**config.mk**
```make
export PLATFORM = sky130hd
export DESIGN_NAME = phyStatRx
export DESIGN_NICKNAME = d
export VERILOG_FILES = /design/src/rtl/phyStatPkg.sv /design/src/rtl/phyStatCtrl.sv /design/src/rtl/phyStatData.sv /design/src/rtl/phyStatRx.sv
export SDC_FILE = /design/constraint.sdc
export NUM_CORES = 1
export LEC_CHECK = 0
export BUFFER_PORTS_ARGS = -buffer_cell sky130_fd_sc_hd__buf_4
export CAP_MARGIN = 20
export CORE_UTILIZATION = 30
export DETAILED_ROUTE_END_ITERATION = 16
export PLACE_DENSITY_LB_ADDON = 0.2
export SYNTH_ARGS = -nofsm -noshare
export SYNTH_HDL_FRONTEND = slang
export SYNTH_SLANG_ARGS = --single-unit
export TNS_END_PERCENT = 10
```
**constraint.sdc**
```tcl
create_clock -name clk -period 1.7 [get_ports clk]
set_input_delay 0.085 -clock clk [delete_from_list [all_inputs] [get_ports clk]]
set_output_delay 0.085 -clock clk [all_outputs]
set_load 0.005 [all_outputs]
```
**src/rtl/phyStatPkg.sv**
```systemverilog
package phyStatPkg;

  typedef enum logic [1:0] {
    CTL_IDLE   = 2'b00,
    CTL_STATUS = 2'b01,
    CTL_RECV   = 2'b10,
    CTL_HOLD   = 2'b11
  } ctlCode_e;

  // strobes from control to datapath
  typedef struct packed {
    logic shiftEn;   // capture one lane group this cycle
    logic endShort;  // transfer closed with flag-only length
    logic endFull;   // transfer closed with full length
    logic endBad;    // transfer closed with illegal length
  } rxStrobe_t;

endpackage

```
**src/rtl/phyStatCtrl.sv**
```systemverilog
module phyStatCtrl
  import phyStatPkg::*;
#(
  parameter int FLAG_BITS = 4,
  parameter int FULL_BITS = 16,
  parameter int LANES     = 2,
  localparam int FLAG_CYC = FLAG_BITS / LANES,
  localparam int FULL_CYC = FULL_BITS / LANES,
  localparam int CNT_W    = $clog2(FULL_CYC + 2)
) (
  input  logic             clk,
  input  logic             rstN,
  input  logic [1:0]       ctl,
  output rxStrobe_t        strb,
  output logic [CNT_W-1:0] slot
);

  logic [CNT_W-1:0] cycCnt;
  logic             inStatus;
  logic             ending;

  assign inStatus = (ctl == CTL_STATUS);
  assign ending   = !inStatus && (cycCnt != '0);
  assign slot     = cycCnt;

  always_comb begin
    strb          = '0;
    strb.shiftEn  = inStatus && (cycCnt < CNT_W'(FULL_CYC));
    strb.endShort = ending && (cycCnt == CNT_W'(FLAG_CYC));
    strb.endFull  = ending && (cycCnt == CNT_W'(FULL_CYC));
    strb.endBad   = ending && (cycCnt != CNT_W'(FLAG_CYC))
                           && (cycCnt != CNT_W'(FULL_CYC));
  end

  // counts status clocks; saturates one past the full length so that
  // an over-long transfer is still seen as illegal
  always_ff @(posedge clk) begin
    if (!rstN) begin
      cycCnt <= '0;
    end else if (inStatus) begin
      if (cycCnt != CNT_W'(FULL_CYC + 1)) cycCnt <= cycCnt + 1'b1;
    end else begin
      cycCnt <= '0;
    end
  end

endmodule

```
**src/rtl/phyStatData.sv**
```systemverilog
module phyStatData
  import phyStatPkg::*;
#(
  parameter int FULL_BITS = 16,
  parameter int LANES     = 2,
  parameter int FLAG_BITS = 4,
  parameter int ADDR_W    = 4,
  parameter int DATA_W    = 8,
  localparam int FULL_CYC = FULL_BITS / LANES,
  localparam int CNT_W    = $clog2(FULL_CYC + 2),
  localparam int ADDR_LO  = FLAG_BITS,
  localparam int DATA_LO  = FLAG_BITS + ADDR_W
) (
  input  logic              clk,
  input  logic              rstN,
  input  logic [LANES-1:0]  d,
  input  rxStrobe_t         strb,
  input  logic [CNT_W-1:0]  slot,
  input  logic              rdReq,
  input  logic [ADDR_W-1:0] rdAddr,
  output logic [3:0]        flags,
  output logic              flagValid,
  output logic              regValid,
  output logic [ADDR_W-1:0] regAddr,
  output logic [DATA_W-1:0] regData,
  output logic              cycleDone,
  output logic              busResetEvt,
  output logic              readDone,
  output logic              unsolicited,
  output logic              xferErr
);

  logic [FULL_BITS-1:0] shReg;
  logic                 pendValid;
  logic [ADDR_W-1:0]    pendAddr;
  logic                 accept;
  logic                 addrHit;

  // one capture register group per status clock slot
  for (genvar g = 0; g < FULL_CYC; g++) begin : gLane
    always_ff @(posedge clk) begin
      if (!rstN) begin
        shReg[g*LANES +: LANES] <= '0;
      end else if (strb.shiftEn && (slot == CNT_W'(g))) begin
        shReg[g*LANES +: LANES] <= d;
      end
    end
  end

  assign accept  = strb.endShort || strb.endFull;
  assign addrHit = pendValid && (shReg[ADDR_LO +: ADDR_W] == pendAddr);

  always_ff @(posedge clk) begin
    if (!rstN) begin
      flags       <= '0;
      flagValid   <= 1'b0;
      regValid    <= 1'b0;
      regAddr     <= '0;
      regData     <= '0;
      cycleDone   <= 1'b0;
      busResetEvt <= 1'b0;
      readDone    <= 1'b0;
      unsolicited <= 1'b0;
      xferErr     <= 1'b0;
    end else begin
      flagValid   <= accept;
      regValid    <= strb.endFull;
      cycleDone   <= accept && shReg[1];
      busResetEvt <= accept && shReg[2];
      readDone    <= strb.endFull && addrHit;
      unsolicited <= strb.endFull && !addrHit;
      xferErr     <= strb.endBad;
      if (accept) flags <= shReg[3:0];
      if (strb.endFull) begin
        regAddr <= shReg[ADDR_LO +: ADDR_W];
        regData <= shReg[DATA_LO +: DATA_W];
      end
    end
  end

  // pending read: completion uses the old entry, a new request wins
  always_ff @(posedge clk) begin
    if (!rstN) begin
      pendValid <= 1'b0;
      pendAddr  <= '0;
    end else begin
      if (strb.endFull && addrHit) pendValid <= 1'b0;
      if (rdReq) begin
        pendValid <= 1'b1;
        pendAddr  <= rdAddr;
      end
    end
  end

endmodule

```
**src/rtl/phyStatRx.sv**
```systemverilog
module phyStatRx
  import phyStatPkg::*;
#(
  parameter int FLAG_BITS = 4,
  parameter int FULL_BITS = 16,
  parameter int LANES     = 2,
  parameter int ADDR_W    = 4,
  parameter int DATA_W    = 8,
  localparam int FULL_CYC = FULL_BITS / LANES,
  localparam int CNT_W    = $clog2(FULL_CYC + 2)
) (
  input  logic              clk,
  input  logic              rstN,
  input  logic [1:0]        ctl,
  input  logic [LANES-1:0]  d,
  input  logic              rdReq,
  input  logic [ADDR_W-1:0] rdAddr,
  output logic              arbGap,
  output logic              fairGap,
  output logic              busRst,
  output logic              phyInt,
  output logic              flagValid,
  output logic              regValid,
  output logic [ADDR_W-1:0] regAddr,
  output logic [DATA_W-1:0] regData,
  output logic              cycleDone,
  output logic              busResetEvt,
  output logic              readDone,
  output logic              unsolicited,
  output logic              xferErr
);

  rxStrobe_t        strb;
  logic [CNT_W-1:0] slot;
  logic [3:0]       flags;

  phyStatCtrl #(
    .FLAG_BITS(FLAG_BITS), .FULL_BITS(FULL_BITS), .LANES(LANES)
  ) u_ctrl (
    .clk(clk), .rstN(rstN), .ctl(ctl), .strb(strb), .slot(slot)
  );

  phyStatData #(
    .FULL_BITS(FULL_BITS), .LANES(LANES), .FLAG_BITS(FLAG_BITS),
    .ADDR_W(ADDR_W), .DATA_W(DATA_W)
  ) u_data (
    .clk(clk), .rstN(rstN), .d(d), .strb(strb), .slot(slot),
    .rdReq(rdReq), .rdAddr(rdAddr), .flags(flags),
    .flagValid(flagValid), .regValid(regValid), .regAddr(regAddr),
    .regData(regData), .cycleDone(cycleDone), .busResetEvt(busResetEvt),
    .readDone(readDone), .unsolicited(unsolicited), .xferErr(xferErr)
  );

  assign arbGap  = flags[0];
  assign fairGap = flags[1];
  assign busRst  = flags[2];
  assign phyInt  = flags[3];

endmodule

```
[Word-level counts from Yosys, hierarchy flattened]
Cells that the tools add are included.
Storage, ports and cells
  register bits after elaboration: 48
  output and inout port bits: 23
  word-level logic and storage cells: 64
Cells by class
  $add $sub $neg: 1
  order comparisons: 1
  eq/ne operators: 13
  multiplexer cells: 2
  reductions and logical operators: 26
Operators by type and width (number)
  1-bit logical AND: 19
  4-bit by 3-bit equality test with 1-bit output (second input constant): 4
  4-bit by 2-bit equality test with 1-bit output (second input constant): 2
  4-bit != test (second input constant): 2
  4-bit by 1-bit adder with 4-bit output (second input constant): 1
  4-bit by 1-bit equality test with 1-bit output (second input constant): 1
  4-bit equality test: 1
  4-bit equality test (second input constant): 1
  4-bit logical NOT: 1
  4-bit less-than comparator (second input constant): 1
  4-bit by 2-bit != test with 1-bit output (second input constant): 1
  4-bit nonzero test: 1
  2-bit by 1-bit equality test with 1-bit output (second input constant): 1
  1-bit logical NOT: 2
  1-bit 2-to-1 mux: 2
  2-bit AND reduction: 1
  2-bit nonzero test: 1
  1-bit logical OR: 1

[Depth between registers and ports, before layout]
Gate-level depths: netlist of the first run.
  word-level depth: 7
  depth in mapped cells: 6
  gate-level depth less buffers: 5

[By module]
From an unflattened synthesis of the first run, not the netlist that was laid out.
Unflattened totals
  cell total of the unflattened synthesis: 212
  area, all modules: 2048.2 µm²
Modules (own cells, without submodules)
  phyStatData: instances 1, cells an instance 179, area each 1766.7 µm²
  phyStatCtrl: instances 1, cells an instance 33, area each 281.5 µm²

[Worst setup path before layout of the first run]
Ideal clock, no wire load.
  kind: flip-flop to flip-flop
  start point: register u_ctrl.cycCnt[0], in the netlist u_ctrl.slot[0]
  end point: register u_data.flags[0]
  library setup time: 0.072 ns
  arrival: 1.657 ns
  path slack: -0.028 ns
  cell stages (with the launch flop): 6
  buffers on the path: 0
  cells stage by stage: dfxtp_1 inv_1 ha_1 or3b_4 a211oi_4 mux2i_1
Between the ends
  longest elaborated chain between the ends: 4
  elaborated cells between the ends (all ways): 7
RTL lines
  start, declared: line phyStatCtrl.sv:18  | logic [CNT_W-1:0] cycCnt;
  start signal, assigned: line phyStatCtrl.sv:41  | if (cycCnt != CNT_W'(FULL_CYC + 1)) cycCnt <= cycCnt + 1'b1;
  4-bit nonzero test: line phyStatCtrl.sv:23  | assign ending = !inStatus && (cycCnt != '0);
  1-bit logical AND: line phyStatCtrl.sv:23
  1-bit logical AND, on equally long branches: line phyStatCtrl.sv:29, phyStatCtrl.sv:30
  1-bit logical OR *: line phyStatData.sv:50  | assign accept = strb.endShort || strb.endFull;
  end signal, assigned: line phyStatData.sv:73  | if (accept) flags <= shReg[3:0];
  end, declared: line phyStatData.sv:21  | output logic [3:0] flags,
Every way passes the cells marked *; elsewhere a longest branch is shown, timed or not.
A chain may end at the register's enable or synchronous reset.

[Worst setup path after layout of the first run]
  start point: register u_ctrl.cycCnt[1], in the netlist u_ctrl.slot[1]
  end point: register u_data.flags[3]
Same word-level chain as after synthesis.

==> results of run 1 <==
-- layer usage --
layer	vias up	wire, um	GRT usage	share of wire
met5	-	0	0	0
met4	0	90	0.0672	0.021
met3	6	128	0.0330	0.030
met2	19	1990	0.207	0.46
met1	699	2100	0.183	0.49
li1	790	-	-	-
-- sequential cells by signal (all words and copies together) (netlist names) --
name                count
u_data.pendAddr         4
u_data.shReg           16
u_data.xferErr          1
u_ctrl.slot             4
u_data.flagValid        1
u_data.regValid         1
u_data.regData          8
u_data.cycleDone        1
u_data.readDone         1
u_data.pendValid        1
u_data.regAddr          4
u_data.flags            4
u_data.unsolicited      1
u_data.busResetEvt      1
-- per-stage QoR --
| stage | instance area (um2) | util |
|---|---|---|
| floorplan | 1950 | - |
| global placement | 2350 | 0.385 |
| detailed placement | 2350 | 0.385 |
| CTS | 2440 | 0.400 |
| global route | 2450 | 0.401 |
| finish | 2450 | 0.401 |
-- worst max-delay path by stage --
stage | cells after the start | start | to
final | 6 | u_ctrl.slot[1] | u_data.flags[3]
after global routing | 6 | u_ctrl.slot[1] | u_data.flags[1]
after CTS | 6 | u_ctrl.slot[1] | u_data.flags[3]
after detailed placement | 6 | u_ctrl.slot[1] | u_data.flags[3]
after global placement | 6 | u_ctrl.slot[1] | u_data.flags[3]
after floorplan | 5 | u_ctrl.slot[0] | u_data.flags[0]
-- power by group --
group	total, mW	switching, mW	internal (mW)
clock network	0.708	0.377	0.331
logic	0.111	0.0643	0.0467
registers	1.14	0.00671	1.14
total	1.96	0.448	1.51
-- cell type report --
cell class / instances / area (um2) / share of cell area
well taps: 75 / 93.8 / 0.0384
repair buffers: 49 / 372 / 0.152
multi-input cells: 136 / 910 / 0.372
inverters: 4 / 15.0 / 0.00614
flip-flops and latches: 48 / 962 / 0.393
clock inverters: 1 / 7.51 / 0.00307
clock buffers: 7 / 86.3 / 0.0353
-- synthesized netlist by cell type, types with 3 or more instances --
master and instances:
o31ai_1 12, nand2_1 33, mux2i_1 25, ha_1 4
dfxtp_1 48, nand4_1 12, nor2_1 7, a21oi_1 14
nor4_1 3, and3_1 4, clkbuf_1 10, xor2_1 5
inv_1 3
-- cells by family after synthesis --
group | after synthesis | synth area share
mux | 25 | 0.128
compound gates | 30 | 0.101
flops | 48 | 0.493
simple gates | 71 | 0.184
buf+inv | 18 | 0.0398
fa+ha+maj | 4 | 0.0257
xor+xnor | 6 | 0.0270
-- critical path, cell delays in order (launching register included) --
cell and delay, ns:
dfxtp_2 0.37, inv_1 0.07, ha_1 0.19, or3b_4 0.38
a211oi_4 0.21, buf_6 0.16, mux2i_1 0.17
-- repair_timing --
item                                    CTS  global route
endpoints found under the setup margin    0             6
buffers inserted                          0             0
gates resized for setup                   0             2
==> summary.txt, run 1 <==
Final Hold Fails: 0
Reg-to-Reg Start: u_ctrl.slot[1]
routed vias/inst: 4.73
Clock Path Buffers: 2
Layout area overhead: 25.6%
CTS clk-pin slew, worst paths: 0.09 ns
vias in the first global route: 1381
ys async rst share: 0
share of cells above drive strength 1: 0.249
CP required: 1.93 ns
initial antenna violation count: 0
routed len/inst: 13.5 um
port bufs: 33
Reg2Reg Depth: 6
n_diodes: 0
Core ar.: 6100 um2
top cell type's share of synthesized area: 0.493
Max Slew Vio Count: 0
Slew Limit Headroom: 0.651
nets: 259
Design Power: 1.96 mW
DP Worst Slack: 0.00891 ns
Static Leak: 1.08 nW
flop2flop setup slack: 0.08 ns
Initial Utilization: 0.320
top cell type by total area after synthesis: dfxtp_1
Cells after Synth: 202
1st-iter DRT viols: 51
Die W: 82.6 um
drt first pass iters: 4
hold path depth: 3
RR Endpoint: u_data.flags[3]
Hold Path Class: in -> reg
TritonCTS clock tree: built
total track usage: 0.138
H-tree Lvls: 2
Root Buffer: clkbuf_8
RSZ-0062 raised after global routing: false
Ys Warns: 0
most common cell after layout, fill and taps aside: buf_4
die height: 82.6 um
ANT nets after route: 0
CP Launch Type: register
fin cells: 320
final critical-path required period: 1.62 ns
clock buffer count from CTS: 5
routed vias: 1514
layout filler cell count: 642
WHS: 0.0170 ns
hold path start: rdAddr[2]
Final Skew: 0.00905 ns
Tightest Pin Transition: 0.524 ns
Hold Path Sink: u_data.pendAddr[2]
Fin Setup TNS: 0 ns
worst skew pair latency: 0.31 ns
EDFF count, synth: 0
routability cong.: 0.722
Netlist cell types: 31
final setup vio count: 0
cell row count: 28
CP max FO: 7
Synth area leaders: dfxtp_1 49%, mux2i_1 13%, nand2_1 6.4%, o31ai_1 4.6%, nand4_1 3.9%
Detailed Place HPWL: 3080 um
Yosys reg bits: 48
Worst EP arrival: 1.85 ns
Synth Flop Type: dfxtp_1
max cap viols: 0
Final period util: 0.954
DRT Wirelength: 4310 um
Seq/Total Area, Yosys: 0.493
IO Pins: 34
crit path kind: reg -> reg
PnR worst setup slack: 0.0782 ns
die area: 6820 um2
first-pass GRT wire length: 6880 um
Max VDD drop: 0.000331 V
Synth Net Count: 217
critical path endpoint category: register
Pwr Density: 802 nW/um2
Mapped Area: 1950 um2
Syn Area/Cell: 9.64 um2
drt drc: 0
Clock Sinks: 48
grt total ovfl: 0
Max Clock Freq: 617 MHz
status: complete, no violations
largest net degree at the start of global routing: 18
Hold-fix buffers, CTS: 0
most frequent cells in the layout: 48 x buf_4, 47 x dfxtp_1, 33 x nand2_1
dpl cells: 312
No activity file was read; power rests on OpenSTA's default activity.
==> inputs of run 2 (changes only) <==
--- a/config.mk
+++ b/config.mk
@@ -5,7 +5,7 @@
 export SDC_FILE = /design/constraint.sdc
 export NUM_CORES = 1
 export LEC_CHECK = 0
-export BUFFER_PORTS_ARGS = -buffer_cell sky130_fd_sc_hd__buf_4
+export BUFFER_PORTS_ARGS = -buffer_cell sky130_fd_sc_hd__buf_2
 export CAP_MARGIN = 20
 export CORE_UTILIZATION = 30
 export DETAILED_ROUTE_END_ITERATION = 16
==> run 2 against run 1 <==
- critical endpoint unchanged
- critical path depth did not move
- die area did not move
- non-clock buffer count fell by 3
- global-route usage barely moved
- final cell count fell by 0.94%
- largest cell class unchanged
- setup slack improved by 0.017 ns
- sequential power barely moved
==> summary.txt, run 2 (same netlist as run 1, synthesis figures left out) <==
clock buffer count from CTS: 5
H-tree Lvls: 2
flop2flop setup slack: 0.1 ns
TritonCTS clock tree: built
Root Buffer: clkbuf_8
initial antenna violation count: 0
IO Pins: 34
share of cells above drive strength 1: 0.256
Max Slew Vio Count: 0
registers with the most flip-flops: u_data.shReg: 16 flops, u_data.regData: 8 flops
final setup vio count: 0
Reg with most FFs: u_data.shReg
Hold Path Class: in -> reg
die height: 82.6 um
Worst EP arrival: 1.84 ns
Final Skew: 0.00826 ns
Static Leak: 1.08 nW
most common cell after layout, fill and taps aside: dfxtp_1
Clock Path Buffers: 2
Core ar.: 6100 um2
CP required: 1.94 ns
PnR worst setup slack: 0.0956 ns
Pwr Density: 886 nW/um2
CTS clk-pin slew, worst paths: 0.09 ns
Detailed Place HPWL: 2980 um
max reg flops: 16
status: complete, no violations
Final Hold Fails: 0
first-pass GRT wire length: 6820 um
Slew Limit Headroom: 0.653
Crit path max-delay family: simple AND/OR/NAND/NOR gates
largest net degree at the start of global routing: 29
ANT nets after route: 0
cell row count: 28
DRT Wirelength: 4260 um
routed vias/inst: 4.80
worst skew pair latency: 0.30 ns
share of the core filled with cells: 0.393
port bufs: 33
max cap viols: 0
Max VDD drop: 0.000409 V
Die W: 82.6 um
RSZ-0062 raised after global routing: false
grt total ovfl: 0
drt drc: 0
CP max stage cell: or3b_4
Final period util: 0.944
CP Launch Type: register
final critical-path required period: 1.60 ns
1st-iter DRT viols: 39
DP Worst Slack: -0.00927 ns
Clock Sinks: 48
total track usage: 0.137
n_diodes: 0
nets: 256
CP peak stage delay: 0.38 ns
drt first pass iters: 4
CP max FO: 7
routability cong.: 0.809
CP Buf/Inv Count: 2
Initial Utilization: 0.320
routed vias: 1521
die area: 6820 um2
most frequent cells in the layout: 46 x dfxtp_1, 33 x nand2_1, 33 x buf_2
ordered list of cells on the worst path: inv_1 > ha_2 > or3b_4 > a211oi_4 > buf_12 > mux2i_1
critical path endpoint category: register
vias in the first global route: 1339
Max Clock Freq: 623 MHz
routed len/inst: 13.4 um
crit path kind: reg -> reg
Layout area overhead: 23.0%
Tightest Pin Transition: 0.520 ns
## run 2: cell count changes in the layout (fill, tap and decap cells not counted), sizes merged
cell      before  now
buf           49   46
bufinv         0    1
clkbuf         7    6
clkinv         1    2
clkinvlp       1    0
## run 2: repair_timing
item	4_1_cts	5_1_grt
pin swaps	1	2
hold buffers	0	0
gates resized for setup	0	6
endpoints found under the hold margin	0	0
setup buffers	1	0
cloned	0	0
setup endpoints to repair	4	6
## run 2: worst reg2reg max path: stages (launching register included)
cell	delay [ns]
dfxtp_2	0.33
inv_1	0.07
ha_2	0.19
or3b_4	0.38
a211oi_4	0.25
buf_12	0.15
mux2i_1	0.16
## run 2: metrics by stage
| stage | cells | TNS, ns | area [um2] | hold slack [ns] | power [mW] |
|---|---|---|---|---|---|
| finish | 317 | 0 | 2400 | 0.0135 | 2.12 |
| global route | 317 | 0 | 2400 | 0.0142 | 2.20 |
| global placement | 308 | 0 | 2230 | 0.322 | 1.27 |
| detailed placement | 308 | -0.0258 | 2230 | 0.330 | 1.27 |
| CTS | 317 | 0 | 2380 | 0.00736 | 2.15 |
| floorplan | 202 | 0 | 1950 | 0.232 | 1.23 |
## run 2: layout make-up
type | instances | area, um2
Timing Repair Buffer | 46 | 275
Fill cell | 641 | 3700
Tap cell | 75 | 93.8
Multi-Input combinational cell | 136 | 925
Clock buffer | 6 | 82.6
Clock inverter | 2 | 38.8
Inverter | 4 | 15.0
Sequential cell | 48 | 966
## run 2: worst paths after layout
kind / startpoint / endpoint / cells past startpoint
worst min register to register: u_data.flags[1] / u_data.flags[1] / 2
worst max register to register: u_ctrl.slot[0] / u_data.flags[3] / 6
worst max-delay path: u_ctrl.slot[0] / u_data.flags[3] / 6
worst min-delay path: rdAddr[3] / u_data.pendAddr[3] / 3
## run 2: where the power goes
part           total (mW)  internal (mW)  switching (mW)
Clock               0.877          0.481           0.396
Sequential           1.14           1.13         0.00680
Combinational       0.105         0.0404          0.0648
Total                2.12           1.66           0.467
## run 2: routing by layer
metal	track usage	routed length [um]
met1	0.178	2030
met2	0.212	1970
met3	0.0363	176
met4	0.0621	78
met5	0	0
==> inputs of run 3 (changes only) <==
--- a/config.mk
+++ b/config.mk
@@ -5,10 +5,11 @@
 export SDC_FILE = /design/constraint.sdc
 export NUM_CORES = 1
 export LEC_CHECK = 0
-export BUFFER_PORTS_ARGS = -buffer_cell sky130_fd_sc_hd__buf_2
 export CAP_MARGIN = 20
+export CORE_ASPECT_RATIO = 0.6
 export CORE_UTILIZATION = 30
 export DETAILED_ROUTE_END_ITERATION = 16
+export DONT_BUFFER_PORTS = 1
 export PLACE_DENSITY_LB_ADDON = 0.2
 export SYNTH_ARGS = -nofsm -noshare
 export SYNTH_HDL_FRONTEND = slang
==> run 3 against run 2 <==
- final area fell by 5.4%
- clock skew fell by 0.0040 ns
- global-route usage increased by 1.2 points
- via count down 4.7%
- clock power is 20% lower
- utilization down 2.7 points
- critical endpoint is now u_data.flags[0]
==> summary.txt, run 3 (same netlist as run 1, synthesis figures left out) <==
routed vias: 1449
Static Leak: 0.925 nW
die height: 64.4 um
Hold Path Class: in -> reg
area of the multi-input gates: 912 um2
sequential cell area: 965 um2
CP max stage cell: dfxtp_4
Detailed Place HPWL: 3250 um
Reg with most FFs: u_data.shReg
share of cells above drive strength 1: 0.134
ANT nets after route: 0
port bufs: 0
CP required: 1.93 ns
Design Power: 1.95 mW
RSZ-0062 raised after global routing: false
vias in the first global route: 1439
H-tree Lvls: 2
IO Pins: 34
Core ar.: 6190 um2
max cap viols: 0
routability cong.: 0.789
PnR worst setup slack: 0.0806 ns
grt total ovfl: 0
Max VDD drop: 0.000358 V
most frequent cells in the layout: 47 x dfxtp_1, 33 x nand2_1, 25 x mux2i_1
Max Clock Freq: 618 MHz
clock buffer count from CTS: 5
Layout area overhead: 16.4%
final setup vio count: 0
status: complete, no violations
hold path depth: 2
first-pass GRT wire length: 7700 um
total track usage: 0.149
flop2flop setup slack: 0.08 ns
CTS clk-pin slew, worst paths: 0.09 ns
drt first pass iters: 4
1st-iter DRT viols: 47
Final Hold Fails: 0
n_diodes: 0
final critical-path required period: 1.62 ns
initial antenna violation count: 0
Final period util: 0.953
nets: 231
Root Buffer: clkbuf_8
crit path kind: reg -> reg
drt drc: 0
CP Launch Type: register
Net Sw Power: 0.444 mW
fin cells: 301
ordered list of cells on the worst path: inv_2 > ha_2 > or3b_4 > a211oi_4 > buf_6 > mux2i_1
CP max FO: 7
Worst EP arrival: 1.85 ns
RR Endpoint: u_data.flags[0]
largest net degree at the start of global routing: 26
Fin Setup TNS: 0 ns
clock share of power: 0.362
DP Worst Slack: 0.0314 ns
Logic pwr share: 0.053
worst skew pair latency: 0.29 ns
Final Skew: 0.00424 ns
Reg-to-Reg Start: u_ctrl.slot[1]
DRT Wirelength: 4650 um
dpl cells: 287
routed vias/inst: 4.81
cell row count: 22
Pwr Density: 860 nW/um2
Sw Share: 0.228
hold path start: rstN
total internal power: 1.51 mW
die area: 6830 um2
postcts setup bufs: 0
Die W: 106 um
Clock Sinks: 48
layout filler cell count: 644
Reg2Reg Depth: 6
max reg flops: 16
Slew Limit Headroom: 0.381
share of the core filled with cells: 0.366
Tightest Pin Transition: 0.925 ns
Hold Path Sink: u_ctrl.slot[3]
most common cell after layout, fill and taps aside: dfxtp_1
Initial Utilization: 0.315
TritonCTS clock tree: built
Clock Path Buffers: 2
CP peak stage delay: 0.38 ns
critical path endpoint category: register
routed len/inst: 15.5 um
Flop pwr share: 0.585
registers with the most flip-flops: u_data.shReg: 16 flops, u_data.regData: 8 flops
Max Slew Vio Count: 0
[run 3: per-stage QoR]
| step | hold slack (ns) | instance area (um2) |
|---|---|---|
| 2_1_floorplan | 0.232 | 1950 |
| 3_3_place_gp | 0.216 | 2100 |
| 3_5_place_dp | 0.215 | 2100 |
| 4_1_cts | 0.00549 | 2260 |
| 5_1_grt | 0.0126 | 2270 |
| 6_report | 0.00340 | 2270 |
[run 3: worst max path at each step]
stage | to | slack [ns] | from | depth (start not counted)
floorplan | u_data.flags[0] | 0.0005 | u_ctrl.slot[0] | 5
global placement | u_data.flags[3] | 0.09 | u_ctrl.slot[1] | 6
detailed placement | u_data.flags[0] | 0.03 | u_ctrl.slot[1] | 6
CTS | u_data.flags[3] | 0.008 | u_ctrl.slot[1] | 6
global route | u_data.flags[3] | 0.003 | u_ctrl.slot[1] | 6
finish | u_data.flags[0] | 0.08 | u_ctrl.slot[1] | 6
[run 3: timing repair]
item / in CTS / in global routing
endpoints found under the hold margin: 29 / 0
endpoints found under the setup margin: 0 / 7
gates resized for setup: 0 / 5
hold buffers: 6 / 0
[run 3: metal layers]
layer | GRT usage | vias to the layer above | part of all wire
met5 | 0 | - | 0
met1 | 0.229 | 682 | 0.53
met2 | 0.195 | 30 | 0.38
met3 | 0.0533 | 4 | 0.080
met4 | 0.0260 | 0 | 0.0037
li1 | - | 733 | -
[run 3: power by group through the flow]
stage	logic, mW	registers (mW)	clock network (mW)
detailed placement	0.0800	1.17	0
floorplan	0.0631	1.17	0
global placement	0.0807	1.17	0
CTS	0.103	1.14	0.738
finish	0.103	1.14	0.705
global route	0.115	1.14	0.788
[run 3: area by class of cell]
type,count,area share
clock inverters,1,0.00331
inverters,4,0.00662
multi-input cells,136,0.402
clock buffers,7,0.0381
repair buffers,21,0.0778
well taps,84,0.0464
flip-flops and latches,48,0.425
[run 3: critical path: cells and delay by family (launching register included)]
kind	cells	cell delay (ns)
DFF	1	0.38
adders and majority gates	1	0.17
and+or+nand+nor	1	0.38
buffers and inverters	2	0.20
AOI/OAI and AO/OA	1	0.25
muxes	1	0.18
